`src/rtl/tscap_pkg.sv`:
```
package tscap_pkg;
    localparam int NUM_CH      = 2;   // channel 0 receive, channel 1 transmit
    localparam int ADDR_W      = 3;
    localparam int REG_W       = 32;
    localparam int TS_W        = 2 * REG_W;
    localparam int SEQ_W       = 16;
    localparam int EN_W        = 3;
    localparam int VALID_BIT   = SEQ_W;
    localparam int REGS_PER_CH = 3;   // status, time low, time high
    localparam int EN_BASE     = REGS_PER_CH * NUM_CH;
    localparam int CFG_CLR_CH  = 0;   // channel released by enable rewrites

    typedef enum logic {
        CAP_ARMED = 1'b0,
        CAP_HELD  = 1'b1
    } cap_state_e;
endpackage

```
`src/rtl/tscap_channel.sv`:
```
module tscap_channel
    import tscap_pkg::*;
#(
    parameter int TSW = TS_W,
    parameter int SQW = SEQ_W
) (
    input  logic           clk,
    input  logic           rst_n,
    input  logic           en_any,
    input  logic           cap_pulse,
    input  logic [SQW-1:0] seq_in,
    input  logic [TSW-1:0] time_in,
    input  logic           clr,
    output logic           valid,
    output logic [SQW-1:0] seq_q,
    output logic [TSW-1:0] ts_q
);
    cap_state_e state_q, state_d;
    logic       take;

    // next-state logic
    always_comb begin
        state_d = state_q;
        take    = 1'b0;
        unique case (state_q)
            CAP_ARMED: begin
                if (!clr && cap_pulse && en_any) begin
                    state_d = CAP_HELD;   // capture
                    take    = 1'b1;
                end
            end
            CAP_HELD: begin
                if (clr) begin
                    state_d = CAP_ARMED;  // release
                end
            end
            default: state_d = CAP_ARMED;
        endcase
    end

    // state register
    always_ff @(posedge clk) begin
        if (!rst_n) begin
            state_q <= CAP_ARMED;
        end else begin
            state_q <= state_d;
        end
    end

    // output (holding) registers
    always_ff @(posedge clk) begin
        if (!rst_n) begin
            seq_q <= '0;
            ts_q  <= '0;
        end else if (take) begin
            seq_q <= seq_in;
            ts_q  <= time_in;
        end else if (clr) begin
            seq_q <= '0;
            ts_q  <= '0;
        end
    end

    assign valid = (state_q == CAP_HELD);
endmodule

```
`src/rtl/tscap_regfile.sv`:
```
module tscap_regfile
    import tscap_pkg::*;
(
    input  logic                          clk,
    input  logic                          rst_n,
    input  logic                          reg_wr,
    input  logic [ADDR_W-1:0]             reg_addr,
    input  logic [REG_W-1:0]              reg_wdata,
    output logic [REG_W-1:0]              reg_rdata,
    input  logic [NUM_CH-1:0]             ch_valid,
    input  logic [NUM_CH-1:0][SEQ_W-1:0]  ch_seq,
    input  logic [NUM_CH-1:0][TS_W-1:0]   ch_ts,
    output logic [NUM_CH-1:0]             ch_clr,
    output logic [NUM_CH-1:0]             ch_en_any
);
    logic [NUM_CH-1:0][EN_W-1:0] en_q;
    logic [NUM_CH-1:0]           en_hit;
    logic [NUM_CH-1:0]           w1c_hit;
    logic                        cfg_write;
    logic                        unused_wdata_bits;

    assign unused_wdata_bits = ^{reg_wdata[REG_W-1:VALID_BIT+1],
                                 reg_wdata[VALID_BIT-1:EN_W]};

    for (genvar c = 0; c < NUM_CH; c++) begin : g_ch
        assign en_hit[c]  = reg_wr && (reg_addr == ADDR_W'(EN_BASE + c));
        assign w1c_hit[c] = reg_wr && (reg_addr == ADDR_W'(REGS_PER_CH * c))
                            && reg_wdata[VALID_BIT];

        always_ff @(posedge clk) begin
            if (!rst_n) begin
                en_q[c] <= '0;
            end else if (en_hit[c]) begin
                en_q[c] <= reg_wdata[EN_W-1:0];
            end
        end

        assign ch_en_any[c] = |en_q[c];

        if (c == CFG_CLR_CH) begin : g_cfg
            assign ch_clr[c] = w1c_hit[c] | cfg_write;
        end else begin : g_plain
            assign ch_clr[c] = w1c_hit[c];
        end
    end

    assign cfg_write = |en_hit;

    always_comb begin
        reg_rdata = '0;
        for (int c = 0; c < NUM_CH; c++) begin
            if (reg_addr == ADDR_W'(REGS_PER_CH * c)) begin
                reg_rdata = REG_W'({ch_valid[c], ch_seq[c]});
            end
            if (reg_addr == ADDR_W'(REGS_PER_CH * c + 1)) begin
                reg_rdata = ch_ts[c][REG_W-1:0];
            end
            if (reg_addr == ADDR_W'(REGS_PER_CH * c + 2)) begin
                reg_rdata = ch_ts[c][TS_W-1:REG_W];
            end
            if (reg_addr == ADDR_W'(EN_BASE + c)) begin
                reg_rdata = REG_W'(en_q[c]);
            end
        end
    end
endmodule

```
`src/rtl/ts_capture_latch.sv`:
```
module ts_capture_latch
    import tscap_pkg::*;
(
    input  logic              clk,
    input  logic              rst_n,
    input  logic [TS_W-1:0]   time_now,
    input  logic              rx_cap,
    input  logic [SEQ_W-1:0]  rx_seq,
    input  logic              tx_cap,
    input  logic [SEQ_W-1:0]  tx_seq,
    input  logic              reg_wr,
    input  logic [ADDR_W-1:0] reg_addr,
    input  logic [REG_W-1:0]  reg_wdata,
    output logic [REG_W-1:0]  reg_rdata
);
    logic [NUM_CH-1:0]            ch_pulse;
    logic [NUM_CH-1:0][SEQ_W-1:0] ch_seq_in;
    logic [NUM_CH-1:0]            ch_valid;
    logic [NUM_CH-1:0][SEQ_W-1:0] ch_seq;
    logic [NUM_CH-1:0][TS_W-1:0]  ch_ts;
    logic [NUM_CH-1:0]            ch_clr;
    logic [NUM_CH-1:0]            ch_en_any;

    assign ch_pulse  = {tx_cap, rx_cap};
    assign ch_seq_in = {tx_seq, rx_seq};

    for (genvar c = 0; c < NUM_CH; c++) begin : g_chan
        tscap_channel #(.TSW(TS_W), .SQW(SEQ_W)) u_chan (
            .clk       (clk),
            .rst_n     (rst_n),
            .en_any    (ch_en_any[c]),
            .cap_pulse (ch_pulse[c]),
            .seq_in    (ch_seq_in[c]),
            .time_in   (time_now),
            .clr       (ch_clr[c]),
            .valid     (ch_valid[c]),
            .seq_q     (ch_seq[c]),
            .ts_q      (ch_ts[c])
        );
    end

    tscap_regfile u_regs (
        .clk       (clk),
        .rst_n     (rst_n),
        .reg_wr    (reg_wr),
        .reg_addr  (reg_addr),
        .reg_wdata (reg_wdata),
        .reg_rdata (reg_rdata),
        .ch_valid  (ch_valid),
        .ch_seq    (ch_seq),
        .ch_ts     (ch_ts),
        .ch_clr    (ch_clr),
        .ch_en_any (ch_en_any)
    );
endmodule

```
`config.mk`:
```
export PLATFORM = sky130hd
export DESIGN_NAME = ts_capture_latch
export DESIGN_NICKNAME = d
export VERILOG_FILES = /design/src/rtl/tscap_pkg.sv /design/src/rtl/tscap_channel.sv /design/src/rtl/tscap_regfile.sv /design/src/rtl/ts_capture_latch.sv
export SDC_FILE = /design/constraint.sdc
export NUM_CORES = 1
export LEC_CHECK = 0
export ABC_AREA = 1
export ABC_CLOCK_PERIOD_IN_PS = 2900
export BUFFER_PORTS_ARGS = -buffer_cell sky130_fd_sc_hd__buf_2
export CAP_MARGIN = 20
export CORE_MARGIN = 4
export CORE_UTILIZATION = 50
export CTS_CLUSTER_DIAMETER = 200
export DETAILED_ROUTE_END_ITERATION = 8
export HOLD_SLACK_MARGIN = 0.05
export PLACE_DENSITY = 0.73
export SLEW_MARGIN = 20
export SYNTH_ARGS = -nofsm -noshare
export SYNTH_HDL_FRONTEND = slang
export SYNTH_HIERARCHICAL = 1
export SYNTH_SLANG_ARGS = --single-unit
export TNS_END_PERCENT = 1
```
`constraint.sdc`:
```
create_clock -name clk -period 2.9 [get_ports clk]
set_input_delay 0.435 -clock clk [delete_from_list [all_inputs] [get_ports clk]]
set_output_delay 0.435 -clock clk [all_outputs]
set_load 0.05 [all_outputs]
```
==> impl_metrics.json, run 1 <==
{
  "run_status": "finished clean",
  "clk_latency_ps": 430,
  "cts_root_buf": "clkbuf_16",
  "synth-compound-area-share_pct": 15.50,
  "endpoint_kind": "primary output",
  "numCtsBuffers": 17,
  "synth_area_leaders": "dfxtp_1 36%, nand3_2 17%, a21oi_2 15%",
  "synth_cell_types": 25,
  "yosys.area_share.simple_pct": 39.13,
  "instances_no_fill": 1397,
  "synth_edf_count": 0,
  "switching_share_pct": 29.89,
  "setup_tns_ps": 0,
  "io_pins": 168,
  "overflow": 0,
  "cts_max_level": 4,
  "p_sw_w": 0.001632,
  "synth_nets": 1202,
  "synthFlopType": "dfxtp_1",
  "cts_hold_buf": 0,
  "rsz0062_at_grt": "false",
  "synthToLayoutAreaGrowth_pct": 11.49,
  "drc": 0,
  "path_max_fanout": 20,
  "synth_xor_area_share_pct": 0,
  "finalSetupViolCount": 0,
  "yosysTopAreaCell": "dfxtp_1",
  "drtIter0Drc": 518,
  "route.vias.total": 8139,
  "ys_warn_count": 6,
  "ys_seq_elements": 168,
  "period_needed_ps": 2549,
  "grt_antenna_before_repair": 1,
  "synth_top_family_by_area": "simple AND/OR/NAND/NOR gates",
  "finalPower_w": 0.005460,
  "avgSynthCellArea_um2": 8.829,
  "path_class": "in -> out",
  "async_flop_share_pct": 0,
  "syn_inst": 1066,
  "hold_viol": 0,
  "grt_usage_pct": 24.77,
  "place_congestion": 0.8419,
  "seq_area_frac_synth_pct": 35.74,
  "grt_pass1_vias": 7917,
  "ant_nets": 0,
  "layout-drive-gt1-share_pct": 46.40,
  "post_cts_resized": 0,
  "chipWidth_um": 145.2,
  "n_antenna_cell": 0,
  "fp-row-count": 49,
  "port_buffers": 139,
  "irDropWorstVdd_mv": 0.4634,
  "cts_buffer_depth": 2,
  "finalMaxSlewViolations": 0,
  "start_kind": "input port",
  "min_path_type": "in -> reg",
  "cts.sinks": 168,
  "clk_pin_slew_ps": 70,
  "worstPathRequired_ps": 2470,
  "comb_power_share_pct": 14.7,
  "routed_via_density": 5.826,
  "tritoncts": "done",
  "p_clk_share_pct": 40.6,
  "wl_per_cell_um": 18.93,
  "leakagePower_nw": 3.531,
  "syn_area_um2": 9412,
  "dp.cells": 1367,
  "slew_headroom_pct": 38.00,
  "min_period_over_period_pct": 87.90,
  "synthMuxAreaShare_pct": 0,
  "cp.arrival_ps": 2110,
  "core_area_um2": 18210,
  "drt-pass1-iter-count": 5,
  "post_cts_buffers": 0,
  "worst_pin_slew_ps": 930.0,
  "power.density_nw_per_um2": 520.4,
  "cap_viol_max_count": 0,
  "nets": 1293,
  "dp_hpwl_um": 16930,
  "die_y_um": 145.2,
  "max_freq_ghz": 0.3923,
  "seqPwrFrac_pct": 44.7,
  "synth_top_area_share_pct": 35.74,
  "clock-skew-final_ps": 11.31,
  "routed_wl_um": 26450,
  "synth_fa_ha_area_share_pct": 0,
  "die_area_um2": 21080,
  "grt_pass1_wl_um": 42780,
  "p_int_w": 0.003828,
  "grt_max_degree": 81,
  "start_util_pct": 51.69
}
-- placed cells by master, fill, tap and decap left out, drive strengths merged, types with 2 or more instances in the layout --
cell,count
buf,170
clkinv,4
nand3,331
nand4,39
a21oi,165
inv,34
clkbuf,17
nor2,59
nand2,167
or2,2
o21ai,8
dfxtp,168
-- metal layers --
metal,GRT usage [%],wire (um)
met5,0,13
met4,7.170,427
met3,5.207,1810
met2,41.29,12730
met1,32.62,11460
-- cells in the mapped netlist, types with 2 or more instances --
cell      instances
a21oi_1           7
a21oi_2         158
buf_1             2
buf_12           16
buf_2            49
buf_4             4
buf_6            12
clkbuf_1         14
dfxtp_1         168
inv_1            13
inv_2            14
nand2_1         165
nand2_8           2
nand3_1         169
nand3_2         160
nand3_4           2
nand4_1          39
nor2_1           56
nor2_8            2
o21ai_0           8
or2_2             2
-- cell type report --
type                       instances  area, um2
timing repair buffer             170       1028
multi-input combinational        773       5141
tap                              229      286.5
clock inverter                    13      136.4
clock buffer                      17      425.4
sequential                       168       3363
inverter                          27      111.4
fill                            1660       7716
-- power groups by stage --
stage               combinational, W  sequential (W)  clock [W]
finish                      0.000805         0.00244    0.00222
global route                0.000861         0.00245    0.00235
CTS                         0.000803         0.00244    0.00224
detailed placement          0.000801         0.00249          0
global placement            0.000795         0.00249          0
floorplan                   0.000601         0.00248          0
-- worst paths after layout --
path | from | endpoint | slack, ps | cells past startpoint
worst max register to register | u_regs/en_q[0] | g_chan[0].u_chan/ts_q[50] | 960 | 7
worst min-delay path | reg_wdata[0] | u_regs/en_q[3] | 240 | 3
worst min register to register | g_chan[1].u_chan/ts_q[26] | g_chan[1].u_chan/ts_q[26] | 470 | 2
worst max-delay path | reg_addr[2] | reg_rdata[5] | 350 | 9
-- stage by stage --
step	utilization (%)	setup WS (ps)	hold WS [ps]	area, um2
after floorplan	-	646.2	443.5	9412
after global placement	54.54	418.7	458.5	9931
after detailed placement	54.54	412.8	461.1	9931
after CTS	57.62	412.0	237.5	10490
after global routing	57.62	297.6	264.0	10490
final	57.62	350.9	242.3	10490
-- flip-flops by register name (all words and copies together) (netlist names) --
register             cells
g_chan.u_chan/ts_q     128
g_chan.u_chan/valid      2
u_regs/en_q              6
g_chan.u_chan/seq_q     32
-- worst max-delay path, cell delays in order --
cell	delay [ps]
buf_2	170
inv_2	170
nand3_2	130
inv_2	400
nand2_1	110
nand4_1	130
nor2_1	50
nor2_1	200
buf_2	320
-- cells by family (layout without fill, tap and decap cells) --
| logic type | after synthesis | in the layout |
|---|---|---|
| AOI/OAI and AO/OA | 173 | 173 |
| buffers and inverters | 125 | 227 |
| DFF | 168 | 168 |
| and+or+nand+nor | 600 | 600 |
No activity file was read; power rests on OpenSTA's default activity.
==> run 2, diff against run 1 <==
Settings changed: ABC_CLOCK_PERIOD_IN_PS 2900 to 2690, CORE_UTILIZATION 50 to 46, PLACE_DENSITY 0.73 to 0.68.
Clock period 2.9 ns to 2.69 ns, I/O delays scaled along.
==> impl_metrics.json, run 2 (synthesized netlist as in run 1, its figures left out) <==
{
  "run_status": "finished clean",
  "worst_pin_slew_ps": 699.8,
  "r2r_cells": 7,
  "cts_hold_buf": 0,
  "cts.sinks": 168,
  "min_path_type": "in -> reg",
  "clk_pin_slew_ps": 60,
  "route.vias.total": 8209,
  "path_class": "in -> out",
  "cp.arrival_ps": 2020,
  "endpoint_kind": "primary output",
  "overflow": 0,
  "drtIter0Drc": 589,
  "top_regs": "g_chan.u_chan/ts_q x128, g_chan.u_chan/seq_q x32, u_regs/en_q x6",
  "slew_headroom_pct": 53.28,
  "cap_viol_max_count": 0,
  "grt_max_degree": 81,
  "clk_latency_ps": 430,
  "synthToLayoutAreaGrowth_pct": 14.96,
  "grt_usage_pct": 24.41,
  "drt-pass1-iter-count": 5,
  "setup_tns_ps": 0,
  "grt_util_met2_pct": 38.76,
  "core_area_um2": 20170,
  "largest_reg_flops": 128,
  "io_pins": 168,
  "rsz0062_at_grt": "false",
  "cp_num_buf_inv": 5,
  "busiest_layer": "met2",
  "routed_wl_um": 27740,
  "worstPathRequired_ps": 2290,
  "chipWidth_um": 151.0,
  "max_freq_ghz": 0.4126,
  "wl_per_cell_um": 19.13,
  "power.density_nw_per_um2": 575.0,
  "path_depth": 8,
  "start_kind": "input port",
  "ant_nets": 0,
  "tritoncts": "done",
  "cts_max_level": 4,
  "irDropWorstVdd_mv": 0.4415,
  "grt_antenna_before_repair": 5,
  "critPathSlowestCell": "inv_2",
  "grt_use_met1_pct": 33.43,
  "post_cts_buffers": 0,
  "clock-skew-final_ps": 8.339,
  "final_common_cell": "nand3_1",
  "cpPeakStageDelay_ps": 340,
  "fin_hold_ws_ps": 222.8,
  "grt_util_met3_pct": 4.817,
  "port_buffers": 139,
  "grt_pass1_vias": 7968,
  "die_area_um2": 22810,
  "cts_root_buf": "clkbuf_16",
  "finalSetupViolCount": 0,
  "path_max_fanout": 16,
  "hold_viol": 0,
  "cts_buffer_depth": 2,
  "crit_family": "buffers and inverters",
  "period_needed_ps": 2424,
  "path_cells": "buf_2, inv_2, nand3_2, inv_2, buf_4, nand2_1, nand4_1, buf_2",
  "post_cts_resized": 0,
  "finalMaxSlewViolations": 0,
  "worstHoldPathCells": 3,
  "routed_via_density": 5.661,
  "leakagePower_nw": 3.663,
  "grt_pass1_wl_um": 43730,
  "numCtsBuffers": 17,
  "drc": 0,
  "layout-drive-gt1-share_pct": 46.73,
  "fp-row-count": 52,
  "regMostFlops": "g_chan.u_chan/ts_q",
  "min_period_over_period_pct": 90.10,
  "die_y_um": 151.0,
  "place_congestion": 0.8434,
  "nets": 1300,
  "start_util_pct": 46.66,
  "dp_hpwl_um": 17880,
  "final_cell_mix": "169 x nand3_1, 168 x dfxtp_1, 165 x nand2_1, 160 x nand3_2, 158 x a21oi_2"
}
==> run 2: final cells by class <==
type                    count  area, um2
repair buffers            177       1219
flip-flops and latches    168       3363
clock buffers              21      470.5
well taps                 270      337.8
clock inverters            11      168.9
multi-input cells         773       5141
fillers                  1871       9350
diodes                      3      7.507
inverters                  27      111.4
==> run 2: final timing paths <==
kind	start	end	slack, ps
max	reg_addr[2]	reg_rdata[26]	270
min reg2reg	g_chan[1].u_chan/ts_q[24]	g_chan[1].u_chan/ts_q[24]	470
max reg2reg	u_regs/en_q[3]	g_chan[1].u_chan/ts_q[56]	930
min	reg_wdata[0]	u_regs/en_q[3]	220
==> run 2: power by group <==
part | total, W | switching (W) | internal (W)
combinational | 0.000909 | 0.000619 | 0.000290
clock | 0.00268 | 0.00105 | 0.00163
sequential | 0.00263 | 0.0000595 | 0.00257
total | 0.00622 | 0.00173 | 0.00449
==> run 2: worst min-delay path: cells and delay by family <==
kind	cells	cell delay, ps
buffers and inverters	1	90
AND/OR/NAND/NOR	2	130
==> run 2: metrics by stage <==
step	instance area (um2)	power, W	util (%)	cells	worst slack [ps]
floorplan	9412	0.003321	-	1066	499.2
global placement	10170	0.003579	50.43	1415	243.9
detailed placement	10170	0.003587	50.43	1415	198.3
CTS	10810	0.006234	53.60	1447	292.2
global route	10820	0.006402	53.63	1449	128.0
finish	10820	0.006221	53.64	1450	266.3
==> run 2: routing by layer <==
| metal | share of wire (%) | up-vias |
|---|---|---|
| li1 | - | 3897 |
| met1 | 44 | 3957 |
| met2 | 47 | 302 |
| met3 | 6.9 | 49 |
| met4 | 2.2 | 4 |
| met5 | 0.050 | - |
==> run 3, diff against run 2 <==
--- a/config.mk
+++ b/config.mk
@@ -17,2 +17,3 @@
 export PLACE_DENSITY = 0.68
+export RECOVER_POWER = 25
 export SLEW_MARGIN = 20
--- a/constraint.sdc
+++ b/constraint.sdc
@@ -3,2 +3,2 @@
 set_output_delay 0.4035 -clock clk [all_outputs]
-set_load 0.05 [all_outputs]
+set_load 0.02 [all_outputs]
==> impl_metrics.json, run 3 (synthesized netlist as in run 1, its figures left out) <==
{
  "place_congestion": 0.8810,
  "layout-drive-gt1-share_pct": 46.07,
  "cts_hold_buf": 0,
  "worst_pin_slew_ps": 1055,
  "route.vias.total": 8096,
  "leakagePower_nw": 3.579,
  "period_needed_ps": 2366,
  "rsz0062_at_grt": "false",
  "min_period_over_period_pct": 87.94,
  "fin_ws_ps": 324.3,
  "min_path_type": "in -> reg",
  "clk_latency_ps": 430,
  "overflow": 0,
  "hold_viol": 0,
  "cts.sinks": 168,
  "drt-pass1-iter-count": 5,
  "io_pins": 168,
  "die_area_um2": 22810,
  "cp.arrival_ps": 2720,
  "max_freq_ghz": 0.4227,
  "post-place-ws_ps": 277.1,
  "cap_viol_max_count": 0,
  "port_buffers": 139,
  "clk_pin_slew_ps": 70,
  "start_util_pct": 46.66,
  "finalMaxSlewViolations": 0,
  "grt_pass1_vias": 7891,
  "r2r_cells": 4,
  "numCtsBuffers": 17,
  "post_cts_resized": 0,
  "grt_antenna_before_repair": 2,
  "endpoint_kind": "flip-flop",
  "tritoncts": "done",
  "routed_wl_um": 27200,
  "grt_pass1_wl_um": 42830,
  "drc": 0,
  "core_area_um2": 20170,
  "dp_hpwl_um": 17240,
  "routed_via_density": 5.618,
  "fin_util_pct": 52.80,
  "synthToLayoutAreaGrowth_pct": 13.15,
  "cts_buffer_depth": 2,
  "top_regs": "g_chan.u_chan/ts_q x128, g_chan.u_chan/seq_q x32, u_regs/en_q x6",
  "clock-skew-final_ps": 10.63,
  "fp-row-count": 52,
  "grt_usage_pct": 23.83,
  "slew_headroom_pct": 29.67,
  "die_y_um": 151.0,
  "final_cell_mix": "169 x nand3_1, 168 x dfxtp_1, 165 x nand2_1, 160 x nand3_2, 156 x a21oi_2",
  "fin_area_um2": 10650,
  "start_kind": "input port",
  "cts_max_level": 4,
  "finalSetupViolCount": 0,
  "run_status": "finished clean",
  "chipWidth_um": 151.0,
  "worstHoldPathCells": 3,
  "final_common_cell": "nand3_1",
  "irDropWorstVdd_mv": 0.4602,
  "setup_tns_ps": 0,
  "worstPathRequired_ps": 3050,
  "regMostFlops": "g_chan.u_chan/ts_q",
  "nets": 1293,
  "ant_nets": 0,
  "power.density_nw_per_um2": 562.9,
  "path_max_fanout": 80,
  "cts_root_buf": "clkbuf_16",
  "wl_per_cell_um": 18.87,
  "path_class": "in -> reg",
  "largest_reg_flops": 128,
  "post_cts_buffers": 0,
  "reg2reg_setup_slack_ps": 650,
  "placed_cell_area_um2": 10070,
  "drtIter0Drc": 555,
  "grt_max_degree": 81
}
## run 3: cell count changes in the layout (fill, tap and decap cells not counted), sizes merged
cell,before,now
buf,177,168
clkinvlp,1,3
bufinv,4,2
clkbuf,21,20
inv,28,32
diode,3,1
clkinv,5,4
## run 3: cell type report
| class | count | area, um2 |
|---|---|---|
| Multi-Input combinational cell | 773 | 5134 |
| Fill cell | 1920 | 9520 |
| Timing Repair Buffer | 170 | 1100 |
| Sequential cell | 168 | 3363 |
| Clock buffer | 18 | 439.2 |
| Antenna cell | 1 | 2.502 |
| Clock inverter | 14 | 163.9 |
| Tap cell | 270 | 337.8 |
| Inverter | 27 | 108.9 |
## run 3: worst max-delay path: stages
cell and delay [ps]:
buf_2 230, inv_2 150, nand3_4 130, nor2_1 50, clkbuf_1 160, nor2_8 170, clkbuf_4 810, nand3_1 330
a21oi_2 210
## run 3: worst paths after layout
| path | end | startpoint |
|---|---|---|
| max | g_chan[1].u_chan/seq_q[5] | reg_addr[2] |
| min | u_regs/en_q[5] | reg_wdata[2] |
| max reg2reg | g_chan[1].u_chan/seq_q[5] | g_chan[1].u_chan/valid |
| min reg2reg | g_chan[0].u_chan/ts_q[25] | g_chan[0].u_chan/ts_q[25] |
## run 3: stage by stage
| step | hold WS, ps | power [W] | std cells |
|---|---|---|---|
| after floorplan | 443.5 | 0.003276 | 1066 |
| after global placement | 458.1 | 0.003516 | 1408 |
| after detailed placement | 460.2 | 0.003526 | 1408 |
| after CTS | 207.3 | 0.006043 | 1440 |
| after global routing | 240.1 | 0.006204 | 1441 |
| final | 224.8 | 0.005995 | 1441 |
## run 3: report_power, final
group	leakage [nW]	switching (W)	total (W)	internal [W]
clock	0.288	0.00111	0.00253	0.00142
sequential	1.36	0.0000588	0.00263	0.00257
combinational	1.93	0.000568	0.000840	0.000272
## run 3: metal layers
layer	global-route usage, %	wire length [um]
met2	37.51	12710
met4	8.930	596
met3	4.189	1840
met1	32.72	12050
met5	0	7
